<file path="config.mk">
export PLATFORM = sky130hd
export DESIGN_NAME = cmd_chan_ctrl
export DESIGN_NICKNAME = d
export VERILOG_FILES = /design/src/rtl/cmdq_pkg.sv /design/src/rtl/cmdq_prio_arb.sv /design/src/rtl/cmdq_exec_stub.sv /design/src/rtl/cmdq_regs.sv /design/src/rtl/cmd_chan_ctrl.sv
export SDC_FILE = /design/constraint.sdc
export NUM_CORES = 1
export LEC_CHECK = 0
export ABC_AREA = 1
export BUFFER_PORTS_ARGS = -buffer_cell sky130_fd_sc_hd__clkbuf_2
export CORE_MARGIN = 2
export CORE_UTILIZATION = 59
export CTS_CLUSTER_SIZE = 28
export DETAILED_ROUTE_END_ITERATION = 12
export GPL_TIMING_DRIVEN = 0
export PLACE_DENSITY_LB_ADDON = 0.12
export SLEW_MARGIN = 20
export SYNTH_ARGS = -nofsm -noshare
export SYNTH_HDL_FRONTEND = slang
export SYNTH_HIERARCHICAL = 1
export SYNTH_SLANG_ARGS = --single-unit
</file>
<file path="constraint.sdc">
create_clock -name clk -period 3.4 [get_ports clk]
set_clock_uncertainty 0.1 [all_clocks]
set_input_delay 0.17 -clock clk [delete_from_list [all_inputs] [get_ports clk]]
set_output_delay 0.17 -clock clk [all_outputs]
set_load 0.03 [all_outputs]
</file>
<file path="src/rtl/cmdq_pkg.sv">
package cmdq_pkg;

    localparam int unsigned WORD_W     = 32;
    localparam int unsigned ADDR_W     = 12;
    localparam int unsigned DESC_WORDS = 7;
    localparam int unsigned ERR_W      = 4;

    // descriptor word order as read from memory
    localparam int unsigned W_NEXT = 0;
    localparam int unsigned W_C0   = 1;
    localparam int unsigned W_C1   = 2;
    localparam int unsigned W_SRC  = 3;
    localparam int unsigned W_DST  = 4;
    localparam int unsigned W_LEN  = 5;
    localparam int unsigned W_PAY  = 6;
    localparam logic [WORD_W-1:0] STAT_OFS = 32'd28;

    // control word 0 bit positions
    localparam int unsigned C0_IRQ    = 0;
    localparam int unsigned C0_DEC    = 1;
    localparam int unsigned C0_CIPHER = 5;
    localparam int unsigned C0_HASH   = 6;
    localparam int unsigned C0_ENC    = 8;
    localparam int unsigned C0_CINIT  = 9;
    localparam int unsigned C0_KEY    = 11;
    localparam int unsigned C0_HINIT  = 12;
    localparam int unsigned C0_HTERM  = 13;

    // register map
    localparam logic [ADDR_W-1:0] GA_STAT  = 12'h010;
    localparam logic [ADDR_W-1:0] GA_STCLR = 12'h018;
    localparam logic [ADDR_W-1:0] GA_CHEN  = 12'h020;
    localparam logic [3:0]        WIN_PAGE = 4'h1;
    localparam logic [5:0]        OFF_PTR   = 6'h00;
    localparam logic [5:0]        OFF_SEMA  = 6'h10;
    localparam logic [5:0]        OFF_STAT  = 6'h20;
    localparam logic [5:0]        OFF_STCLR = 6'h28;

    localparam logic [ERR_W-1:0]  ERR_NONE  = 4'd0;
    localparam logic [ERR_W-1:0]  ERR_FETCH = 4'd1;
    localparam logic [ERR_W-1:0]  ERR_WBACK = 4'd2;
    localparam logic [WORD_W-1:0] DONE_CODE = 32'h1;

    typedef enum logic [2:0] {
        SQ_IDLE,
        SQ_FETCH,
        SQ_RUN,
        SQ_WAIT,
        SQ_WBACK
    } seq_state_e;

endpackage

</file>
<file path="src/rtl/cmdq_prio_arb.sv">
module cmdq_prio_arb #(
    parameter int unsigned NCH = 4,
    parameter int unsigned CIW = $clog2(NCH)
) (
    input  logic [NCH-1:0] req,
    output logic [NCH-1:0] gnt,
    output logic [CIW-1:0] gnt_idx,
    output logic           any
);

    generate
        for (genvar g = 0; g < NCH; g++) begin : g_lane
            if (g == 0) begin : g_top
                assign gnt[g] = req[g];
            end else begin : g_low
                assign gnt[g] = req[g] & ~(|req[g-1:0]);
            end
        end
    endgenerate

    always_comb begin
        gnt_idx = '0;
        for (int i = NCH - 1; i >= 0; i--) begin
            if (req[i]) gnt_idx = CIW'(i);
        end
    end

    assign any = |req;

endmodule

</file>
<file path="src/rtl/cmdq_exec_stub.sv">
module cmdq_exec_stub #(
    parameter int unsigned LAT = 8
) (
    input  logic clk,
    input  logic rst_n,
    input  logic start,
    output logic busy,
    output logic done
);

    localparam int unsigned CW = $clog2(LAT + 1);

    typedef struct packed {
        logic          busy;
        logic [CW-1:0] cnt;
    } stub_t;

    stub_t q, d;

    always_comb begin
        d = q;
        if (start && !q.busy) begin
            d.busy = 1'b1;
            d.cnt  = CW'(LAT - 1);
        end else if (q.busy) begin
            if (q.cnt == '0) d.busy = 1'b0;
            else             d.cnt  = q.cnt - CW'(1);
        end
    end

    always_ff @(posedge clk) begin
        if (!rst_n) q <= '0;
        else        q <= d;
    end

    assign busy = q.busy;
    assign done = q.busy && (q.cnt == '0);

    assert_start_idle_R4: assert property (@(posedge clk) disable iff (!rst_n)
        start |-> !q.busy);

endmodule

</file>
<file path="src/rtl/cmdq_regs.sv">
module cmdq_regs
    import cmdq_pkg::*;
#(
    parameter int unsigned NCH    = 4,
    parameter int unsigned SEMA_W = 8,
    parameter int unsigned CIW    = $clog2(NCH)
) (
    input  logic                          clk,
    input  logic                          rst_n,
    input  logic                          wr_en,
    input  logic [ADDR_W-1:0]             addr,
    input  logic [WORD_W-1:0]             wdata,
    output logic [WORD_W-1:0]             rdata,
    output logic [NCH-1:0]                ready,
    output logic [NCH-1:0][WORD_W-1:0]    cmdptr,
    input  logic                          cmp_valid,
    input  logic [CIW-1:0]                cmp_chan,
    input  logic                          cmp_dec,
    input  logic                          cmp_irq,
    input  logic [WORD_W-1:0]             cmp_next,
    input  logic                          err_valid,
    input  logic [CIW-1:0]                err_chan,
    input  logic [ERR_W-1:0]              err_code,
    output logic                          irq
);

    typedef struct packed {
        logic [NCH-1:0][WORD_W-1:0] ptr;
        logic [NCH-1:0][SEMA_W-1:0] sema;
        logic [NCH-1:0][ERR_W-1:0]  err;
        logic [NCH-1:0]             gstat;
        logic [NCH-1:0]             chen;
    } regs_t;

    regs_t q, d;

    logic            win_hit;
    logic [CIW-1:0]  win_ch;
    logic [5:0]      win_off;
    logic            sema_wr_any;

    assign win_ch  = addr[6 +: CIW];
    assign win_off = addr[5:0];
    assign win_hit = (addr[11:8] == WIN_PAGE) && (int'(addr[7:6]) < NCH);
    assign sema_wr_any = wr_en && win_hit && (win_off == OFF_SEMA);

    logic [NCH-1:0] ptr_wr, sema_wr, stclr_wr, cmp_hit, err_hit;
    logic [NCH-1:0][SEMA_W:0] cnt_a, cnt_b;

    generate
        for (genvar g = 0; g < NCH; g++) begin : g_ch
            logic win_mine;
            assign win_mine    = wr_en && win_hit && (win_ch == CIW'(g));
            assign ptr_wr[g]   = win_mine && (win_off == OFF_PTR);
            assign sema_wr[g]  = win_mine && (win_off == OFF_SEMA);
            assign stclr_wr[g] = win_mine && (win_off == OFF_STCLR);
            assign cmp_hit[g]  = cmp_valid && (cmp_chan == CIW'(g));
            assign err_hit[g]  = err_valid && (err_chan == CIW'(g));
            assign ready[g]    = q.chen[g] && (q.sema[g] != '0) && (q.err[g] == ERR_NONE);
            assign cmdptr[g]   = q.ptr[g];
        end
    endgenerate

    always_comb begin
        d = q;
        if (wr_en && addr == GA_CHEN) d.chen = wdata[NCH-1:0];
        if (wr_en && addr == GA_STCLR) d.gstat = q.gstat & ~wdata[NCH-1:0];
        for (int i = 0; i < NCH; i++) begin
            // count: chain end clears, completion may decrement, software adds
            if (cmp_hit[i] && cmp_next == '0)
                cnt_a[i] = '0;
            else
                cnt_a[i] = {1'b0, q.sema[i]} - (SEMA_W+1)'(cmp_hit[i] && cmp_dec);
            cnt_b[i] = cnt_a[i] + (sema_wr[i] ? {1'b0, wdata[SEMA_W-1:0]} : '0);
            d.sema[i] = cnt_b[i][SEMA_W] ? '1 : cnt_b[i][SEMA_W-1:0];

            if (ptr_wr[i]) d.ptr[i] = wdata;
            if (cmp_hit[i] && cmp_next != '0) d.ptr[i] = cmp_next;

            if (stclr_wr[i]) d.err[i] = q.err[i] & ~wdata[ERR_W-1:0];
            if (err_hit[i])  d.err[i] = err_code;

            if ((cmp_hit[i] && cmp_irq) || err_hit[i]) d.gstat[i] = 1'b1;
        end
    end

    always_ff @(posedge clk) begin
        if (!rst_n) q <= '0;
        else        q <= d;
    end

    always_comb begin
        rdata = '0;
        if (addr == GA_STAT) begin
            rdata[NCH-1:0] = q.gstat;
        end else if (addr == GA_CHEN) begin
            rdata[NCH-1:0] = q.chen;
        end else if (win_hit) begin
            case (win_off)
                OFF_PTR:  rdata = q.ptr[win_ch];
                OFF_SEMA: rdata[SEMA_W-1:0] = q.sema[win_ch];
                OFF_STAT: rdata[ERR_W-1:0] = q.err[win_ch];
                default:  rdata = '0;
            endcase
        end
    end

    assign irq = |q.gstat;

    assert_dec_nonzero_R7: assert property (@(posedge clk) disable iff (!rst_n)
        (cmp_valid && cmp_dec) |-> (q.sema[cmp_chan] != '0));

    assert_err_keeps_count_R10: assert property (@(posedge clk) disable iff (!rst_n)
        (err_valid && !sema_wr_any) |=> $stable(q.sema));

    assert_err_flags_R10: assert property (@(posedge clk) disable iff (!rst_n)
        err_valid |=> (|q.gstat));

endmodule

</file>
<file path="src/rtl/cmd_chan_ctrl.sv">
module cmd_chan_ctrl
    import cmdq_pkg::*;
#(
    parameter int unsigned NCH     = 4,
    parameter int unsigned SEMA_W  = 8,
    parameter int unsigned ENG_LAT = 8,
    parameter int unsigned CIW     = $clog2(NCH)
) (
    input  logic              clk,
    input  logic              rst_n,
    input  logic              reg_wr,
    input  logic [11:0]       reg_addr,
    input  logic [31:0]       reg_wdata,
    output logic [31:0]       reg_rdata,
    output logic              mem_req,
    output logic              mem_we,
    output logic [31:0]       mem_addr,
    output logic [31:0]       mem_wdata,
    input  logic              mem_ack,
    input  logic              mem_err,
    input  logic [31:0]       mem_rdata,
    output logic              irq,
    output logic              job_active,
    output logic [CIW-1:0]    job_chan,
    output logic              job_cipher_en,
    output logic              job_hash_en,
    output logic              job_encrypt,
    output logic              job_cipher_init,
    output logic              job_key_in_payload,
    output logic              job_hash_init,
    output logic              job_hash_term,
    output logic [3:0]        job_cipher_sel,
    output logic [3:0]        job_cipher_mode,
    output logic [3:0]        job_hash_sel,
    output logic [31:0]       job_src,
    output logic [31:0]       job_dst,
    output logic [31:0]       job_len,
    output logic [31:0]       job_payload
);

    localparam int unsigned IDX_W = $clog2(DESC_WORDS);

    typedef struct packed {
        seq_state_e                        st;
        logic [CIW-1:0]                    ch;
        logic [WORD_W-1:0]                 base;
        logic [IDX_W-1:0]                  idx;
        logic [DESC_WORDS-1:0][WORD_W-1:0] w;
    } seq_t;

    seq_t q, d;

    logic [NCH-1:0]             chan_ready;
    logic [NCH-1:0][WORD_W-1:0] cmdptr;
    logic [NCH-1:0]             arb_gnt;
    logic [CIW-1:0]             arb_idx;
    logic                       arb_any;
    logic                       eng_start, eng_busy, eng_done;
    logic                       cmp_valid, err_valid;
    logic [ERR_W-1:0]           err_code;

    cmdq_regs #(.NCH(NCH), .SEMA_W(SEMA_W), .CIW(CIW)) i_regs (
        .clk       (clk),
        .rst_n     (rst_n),
        .wr_en     (reg_wr),
        .addr      (reg_addr),
        .wdata     (reg_wdata),
        .rdata     (reg_rdata),
        .ready     (chan_ready),
        .cmdptr    (cmdptr),
        .cmp_valid (cmp_valid),
        .cmp_chan  (q.ch),
        .cmp_dec   (q.w[W_C0][C0_DEC]),
        .cmp_irq   (q.w[W_C0][C0_IRQ]),
        .cmp_next  (q.w[W_NEXT]),
        .err_valid (err_valid),
        .err_chan  (q.ch),
        .err_code  (err_code),
        .irq       (irq)
    );

    cmdq_prio_arb #(.NCH(NCH), .CIW(CIW)) i_arb (
        .req     (chan_ready),
        .gnt     (arb_gnt),
        .gnt_idx (arb_idx),
        .any     (arb_any)
    );

    cmdq_exec_stub #(.LAT(ENG_LAT)) i_exec (
        .clk   (clk),
        .rst_n (rst_n),
        .start (eng_start),
        .busy  (eng_busy),
        .done  (eng_done)
    );

    always_comb begin
        d         = q;
        mem_req   = 1'b0;
        mem_we    = 1'b0;
        mem_addr  = q.base + WORD_W'({q.idx, 2'b00});
        mem_wdata = DONE_CODE;
        eng_start = 1'b0;
        cmp_valid = 1'b0;
        err_valid = 1'b0;
        err_code  = ERR_NONE;
        case (q.st)
            SQ_IDLE: begin
                if (arb_any) begin
                    d.st   = SQ_FETCH;
                    d.ch   = arb_idx;
                    d.base = cmdptr[arb_idx];
                    d.idx  = '0;
                end
            end
            SQ_FETCH: begin
                mem_req = 1'b1;
                if (mem_ack) begin
                    if (mem_err) begin
                        err_valid = 1'b1;
                        err_code  = ERR_FETCH;
                        d.st      = SQ_IDLE;
                    end else begin
                        d.w[q.idx] = mem_rdata;
                        if (q.idx == IDX_W'(DESC_WORDS - 1)) d.st  = SQ_RUN;
                        else                                 d.idx = q.idx + IDX_W'(1);
                    end
                end
            end
            SQ_RUN: begin
                eng_start = 1'b1;
                d.st      = SQ_WAIT;
            end
            SQ_WAIT: begin
                if (eng_done) d.st = SQ_WBACK;
            end
            SQ_WBACK: begin
                mem_req  = 1'b1;
                mem_we   = 1'b1;
                mem_addr = q.base + STAT_OFS;
                if (mem_ack) begin
                    d.st = SQ_IDLE;
                    if (mem_err) begin
                        err_valid = 1'b1;
                        err_code  = ERR_WBACK;
                    end else begin
                        cmp_valid = 1'b1;
                    end
                end
            end
            default: d.st = SQ_IDLE;
        endcase
    end

    always_ff @(posedge clk) begin
        if (!rst_n) q <= '0;
        else        q <= d;
    end

    assign job_active         = eng_busy;
    assign job_chan           = q.ch;
    assign job_cipher_en      = q.w[W_C0][C0_CIPHER];
    assign job_hash_en        = q.w[W_C0][C0_HASH];
    assign job_encrypt        = q.w[W_C0][C0_ENC];
    assign job_cipher_init    = q.w[W_C0][C0_CINIT];
    assign job_key_in_payload = q.w[W_C0][C0_KEY];
    assign job_hash_init      = q.w[W_C0][C0_HINIT];
    assign job_hash_term      = q.w[W_C0][C0_HTERM];
    assign job_cipher_sel     = q.w[W_C1][3:0];
    assign job_cipher_mode    = q.w[W_C1][7:4];
    assign job_hash_sel       = q.w[W_C1][19:16];
    assign job_src            = q.w[W_SRC];
    assign job_dst            = q.w[W_DST];
    assign job_len            = q.w[W_LEN];
    assign job_payload        = q.w[W_PAY];

    assert_one_grant_R4: assert property (@(posedge clk) disable iff (!rst_n)
        $onehot0(arb_gnt) && ((arb_gnt & ~chan_ready) == '0));

    assert_req_hold_R5: assert property (@(posedge clk) disable iff (!rst_n)
        (mem_req && !mem_ack) |=> (mem_req && $stable(mem_addr) && $stable(mem_we)));

endmodule

</file>
**Word-level counts from Yosys, hierarchy flattened**

Cells that the tools add are included.

- Input port bits: 81
- Output and inout port bits: 249
- Logic and storage cells: 266
- Register bits: 453

- $add $sub $neg: 12
- Eq/ne operators: 26
- Muxes and demuxes: 86
- Reduce and logical (&&, ||, !) cells: 98
- Magnitude comparators: 4
- Bitwise operators: 9

Operator list:

| kind | number |
|---|---|
| 227-bit two-way mux | 2 |
| 32-bit two-way mux | 13 |
| 224-bit bitwise mux | 1 |
| 32-bit binary-select mux with 2-bit select | 2 |
| 32-bit demux with 3-bit select | 1 |
| 8-bit two-way mux | 9 |
| 28-bit two-way mux | 2 |
| 1-bit logical AND | 54 |
| 4-bit two-way mux | 13 |
| 40-bit two-way mux | 1 |
| 9-bit adder | 4 |
| 9-bit two-way mux | 4 |
| 8-bit by 1-bit subtractor with 9-bit output | 4 |
| 32-bit by 5-bit adder with 32-bit output | 1 |
| 32-bit by 5-bit adder with 32-bit output, second input constant | 1 |
| 32-bit zero test | 1 |
| 32-bit nonzero test | 1 |
| 8-bit nonzero test | 4 |
| 2-bit nonzero test | 14 |
| 12-bit by 5-bit equality test with 1-bit output, second input constant | 2 |
| 24-bit two-way mux | 1 |
| 4-bit bitwise AND | 5 |
| 4-bit zero test | 5 |
| 3-bit two-way mux | 6 |
| 39 further kinds | 84 |

**Logic depth before layout (Yosys ltp)**

- Word-level depth: 11
- Mapped depth: 20
- Gate-level depth less buffers: 20

**By module**

Netlist, hierarchy kept.

Modules (own cells, without submodules):

| module | instances | sequential area each (µm²) | area an instance (µm²) | cells an instance |
|---|---|---|---|---|
| cmdq_regs | 1 | 3683.5 | 12758.5 | 2005 |
| cmd_chan_ctrl | 1 | 4424.2 | 11044.3 | 1561 |
| cmdq_exec_stub | 1 | 100.1 | 221.5 | 32 |
| cmdq_prio_arb | 1 | 0.0 | 65.1 | 15 |

**Worst setup path after synthesis**

No wires, ideal clock.

- Path kind: register to register
- Start point: register q[261] in the netlist's numbering
- End point: register i_regs/q[31] in the netlist's numbering
- Setup time: 0.110 ns
- Period minus slack after synthesis: 3.141 ns
- Slack: 0.259 ns
- Required time: 3.190 ns
- Buffers on the path: 0
- Cell stages (with the launch flop): 19
- Data arrival time: 2.931 ns
- Cell sequence: dfxtp_1 nor2_2 nand2_1 nor3_1 inv_1 nor3_1 nand2_1 inv_1 nor2_1 ha_1 fa_1 nand3_1 nand3_1 a21oi_1 inv_1 nand2_1 nand3_1 nand2_1 inv_1

- Word-level cells in the longest chain between the ends: 8
- Elaborated cells on any way between the ends: 9
- Classes of those cells: add/sub (2); eq/ne (1); mux (3); reduce/logical (3)

RTL lines:

| what | RTL line | RTL |
|---|---|---|
| start, declared | cmd_chan_ctrl.sv:51 | `seq_t q, d;` |
| start signal, assigned | cmd_chan_ctrl.sv:156 | `if (!rst_n) q <= '0;` |
| start signal, assigned | cmd_chan_ctrl.sv:157 | `else q <= d;` |
| 3-bit equality test * | cmd_chan_ctrl.sv:107 | `case (q.st)` |
| 1-bit two-way mux * | cmd_chan_ctrl.sv:107 |  |
| named net cmp_valid | cmd_chan_ctrl.sv:59 | `logic cmp_valid, err_valid;` |
| 1-bit logical AND * | cmdq_regs.sv:57 | `assign cmp_hit[g] = cmp_valid && (cmp_chan == CIW'(g));` |
| 1-bit logical AND | cmdq_regs.sv:73 | `cnt_a[i] = {1'b0, q.sema[i]} - (SEMA_W+1)'(cmp_hit[i] && cmp_dec);` |
| 8-bit by 1-bit subtractor with 9-bit output | cmdq_regs.sv:73 |  |
| 9-bit two-way mux * | cmdq_regs.sv:70 | `if (cmp_hit[i] && cmp_next == '0)` |
| 9-bit adder * | cmdq_regs.sv:74 | `cnt_b[i] = cnt_a[i] + (sema_wr[i] ? {1'b0, wdata[SEMA_W-1:0]} : '0);` |
| 8-bit two-way mux * | cmdq_regs.sv:75 | `d.sema[i] = cnt_b[i][SEMA_W] ? '1 : cnt_b[i][SEMA_W-1:0];` |
| end signal, assigned | cmdq_regs.sv:88 | `if (!rst_n) q <= '0;` |
| end signal, assigned | cmdq_regs.sv:89 | `else q <= d;` |
| end, declared | cmdq_regs.sv:35 | `regs_t q, d;` |

The timed path passes the listed nets; every way through them passes the cells marked *.
A chain may end at the register's enable or synchronous reset.

**Worst setup path after layout**

- Start point: register q[261] in the netlist's numbering
- End point: register i_regs/q[39] in the netlist's numbering

Same word-level chain as after synthesis.

==> run summary <==
Final hold vios: 0
Placed Instances: 4,468
Post-route clock period utilization: 105.3%
Worst-Skew Late Latency: 600 ps
Reg clk slew, reported paths: 60 ps
Routed vias: 25,690
CTS Root Cell: clkbuf_16
Commonest non-fill, non-tap cells in the layout: 773 x nor2_1, 490 x nand2_1, 454 x o21ai_0
Initial Util: 60.16%
Rel. slew slack: 32.18%
Post-synthesis cell count: 3,608
Max Clock Freq: 279.3 MHz
Reg2reg end: i_regs/q[39]$_SDFF_PN0_
Vias in the first global route: 23,420
Setup WS post-layout: -180.9 ps
Routability congestion estimate: 0.9794
Critical path fanouts, max: 8
Syn avg cell area: 6.670 µm²
Mapped Area: 24,070 µm²
Leading cell type in the layout, fill and taps excluded: nor2_1
Max_cap viols: 0
Worst R2R Setup Slack: -180 ps
Outcome: finished, violations left
First-pass GRT wire length: 125.8 mm
Worst Tran Pin Value: 1017 ps
Worst path arrival time: 3980 ps
Worst Hold Class: in -> reg
Core ar.: 40,010 µm²
CP Data Required Time: 3800 ps
Cell row count: 73
GRT Total Usage: 38.31%
Largest net degree at the start of global routing: 14
Fin cells: 4,638
Sink Count: 410
Die area: 42,420 µm²
Worst Setup End Kind: flip-flop
Cts bufs inserted: 46
Pre-CTS setup slack: -700.7 ps
Final min period: 3581 ps
Critical path class: reg -> reg
CP startpoint kind: flip-flop
Residual DRC: 0
Initial antenna violation count: 2
Maximum VDD drop: 0.0003883 V
Nets: 4,207
H-tree depth: 2
Failing checks: negative setup slack
Via-to-Cell Ratio: 5.539
# IOs: 330
CTS tree: built
Number of fill cells: 3,267
Hold path cells: 5
DRT iter0 DRCs: 2,737
Fin. max-slew vios: 0
Syn-to-layout area delta: 22.16%
Drt first pass iters: 6
Total power: 12.29 mW
FF-to-FF Start: q[261]$_SDFFE_PN0P_
Routed length per instance: 18.26 µm
Die height: 206.0 µm
Yosys warnings: 6
Min Hold Slack: 40.31 ps
Number of routed nets with antenna violations: 0
Setup Viol. Count Final: 32
Lkg Pwr: 13.83 nW
Port bufs: 297
Worst hold start: reg_wdata[6]
Hold Path Sink: i_regs/cmdptr[102]$_SDFFE_PN0P_
Proportion of layout cells with a drive suffix above 1: 22.88%
Cell area after layout: 29,400 µm²
Chip Width: 206.0 µm
Bufs on Longest Clock Path: 3
Post-DP Area: 26,350 µm²
CP Launch Point: q[261]$_SDFFE_PN0P_
Unrepaired setup endpoints after global routing: true
# diodes: 0
Routed WL: 84.70 mm
GRT overflow: 0
DP Wirelength: 60.05 mm
Power Density: 418.1 nW/µm²
R2R depth: 19
-- area by class of cell --
class | count | area, µm² | share of cell area, %
multi-input cells | 2486 | 12420 | 42.23
inverters | 266 | 1013 | 3.447
clock buffers | 70 | 1401 | 4.766
clock inverters | 15 | 203.9 | 0.6937
well taps | 525 | 656.9 | 2.234
repair buffers | 381 | 2277 | 7.745
flip-flops and latches | 410 | 8223 | 27.97
plain buffers | 485 | 3208 | 10.91
-- routing by layer --
layer | up-vias | share of wire, % | global-route usage, %
li1 | 12310 | - | -
met1 | 11560 | 38 | 47.83
met2 | 1526 | 44 | 60.63
met3 | 292 | 13 | 11.27
met4 | 2 | 4.8 | 18.21
met5 | - | 0.015 | 0
-- through the flow --
stage,utilization (%),setup TNS (ps)
CTS,72.01,0
global route,73.49,-6783
floorplan,-,0
detailed placement,65.87,-18090
global placement,65.87,-17200
finish,73.49,-3087
-- critical path: stages, from the launching register on --
cell and delay (ps):
dfxtp_4 350, nor2_4 140, nand2_4 90, nor3_4 190, clkinv_4 180, nor4_4 350, ha_2 300, nand3_4 110
nor3_4 210, xor2_1 170, nor2_1 60, ha_1 340, a21oi_2 170, o21ai_2 80, a21oi_2 200, inv_2 70
nand2_4 130, nand3_2 100, nand2_2 70, inv_2 30
-- power breakdown --
part	internal, mW	switching (mW)
registers	4.93	0.155
logic	0.667	1.29
clock network	3.09	2.15
-- worst max path at each step --
stage               cells after the start                 endpoint  slack (ps)
floorplan                              18  i_regs/q[31]$_SDFF_PN0_         260
global placement                       18  i_regs/q[25]$_SDFF_PN0_        -660
detailed placement                     18  i_regs/q[25]$_SDFF_PN0_        -700
CTS                                    19  i_regs/q[31]$_SDFF_PN0_         0.3
global route                           19  i_regs/q[39]$_SDFF_PN0_        -300
finish                                 19  i_regs/q[39]$_SDFF_PN0_        -180
-- repair_timing --
item / 4_1_cts / 5_1_grt
hold buffers: 64 / 0
pin swaps: 5 / 27
buffers inserted: 0 / 20
endpoints found under the setup margin: 47 / 48
gates cloned: 0 / 1
hold endpoints to repair: 304 / 0
gates resized for setup: 51 / 110
(Power assumes the default switching activity.)
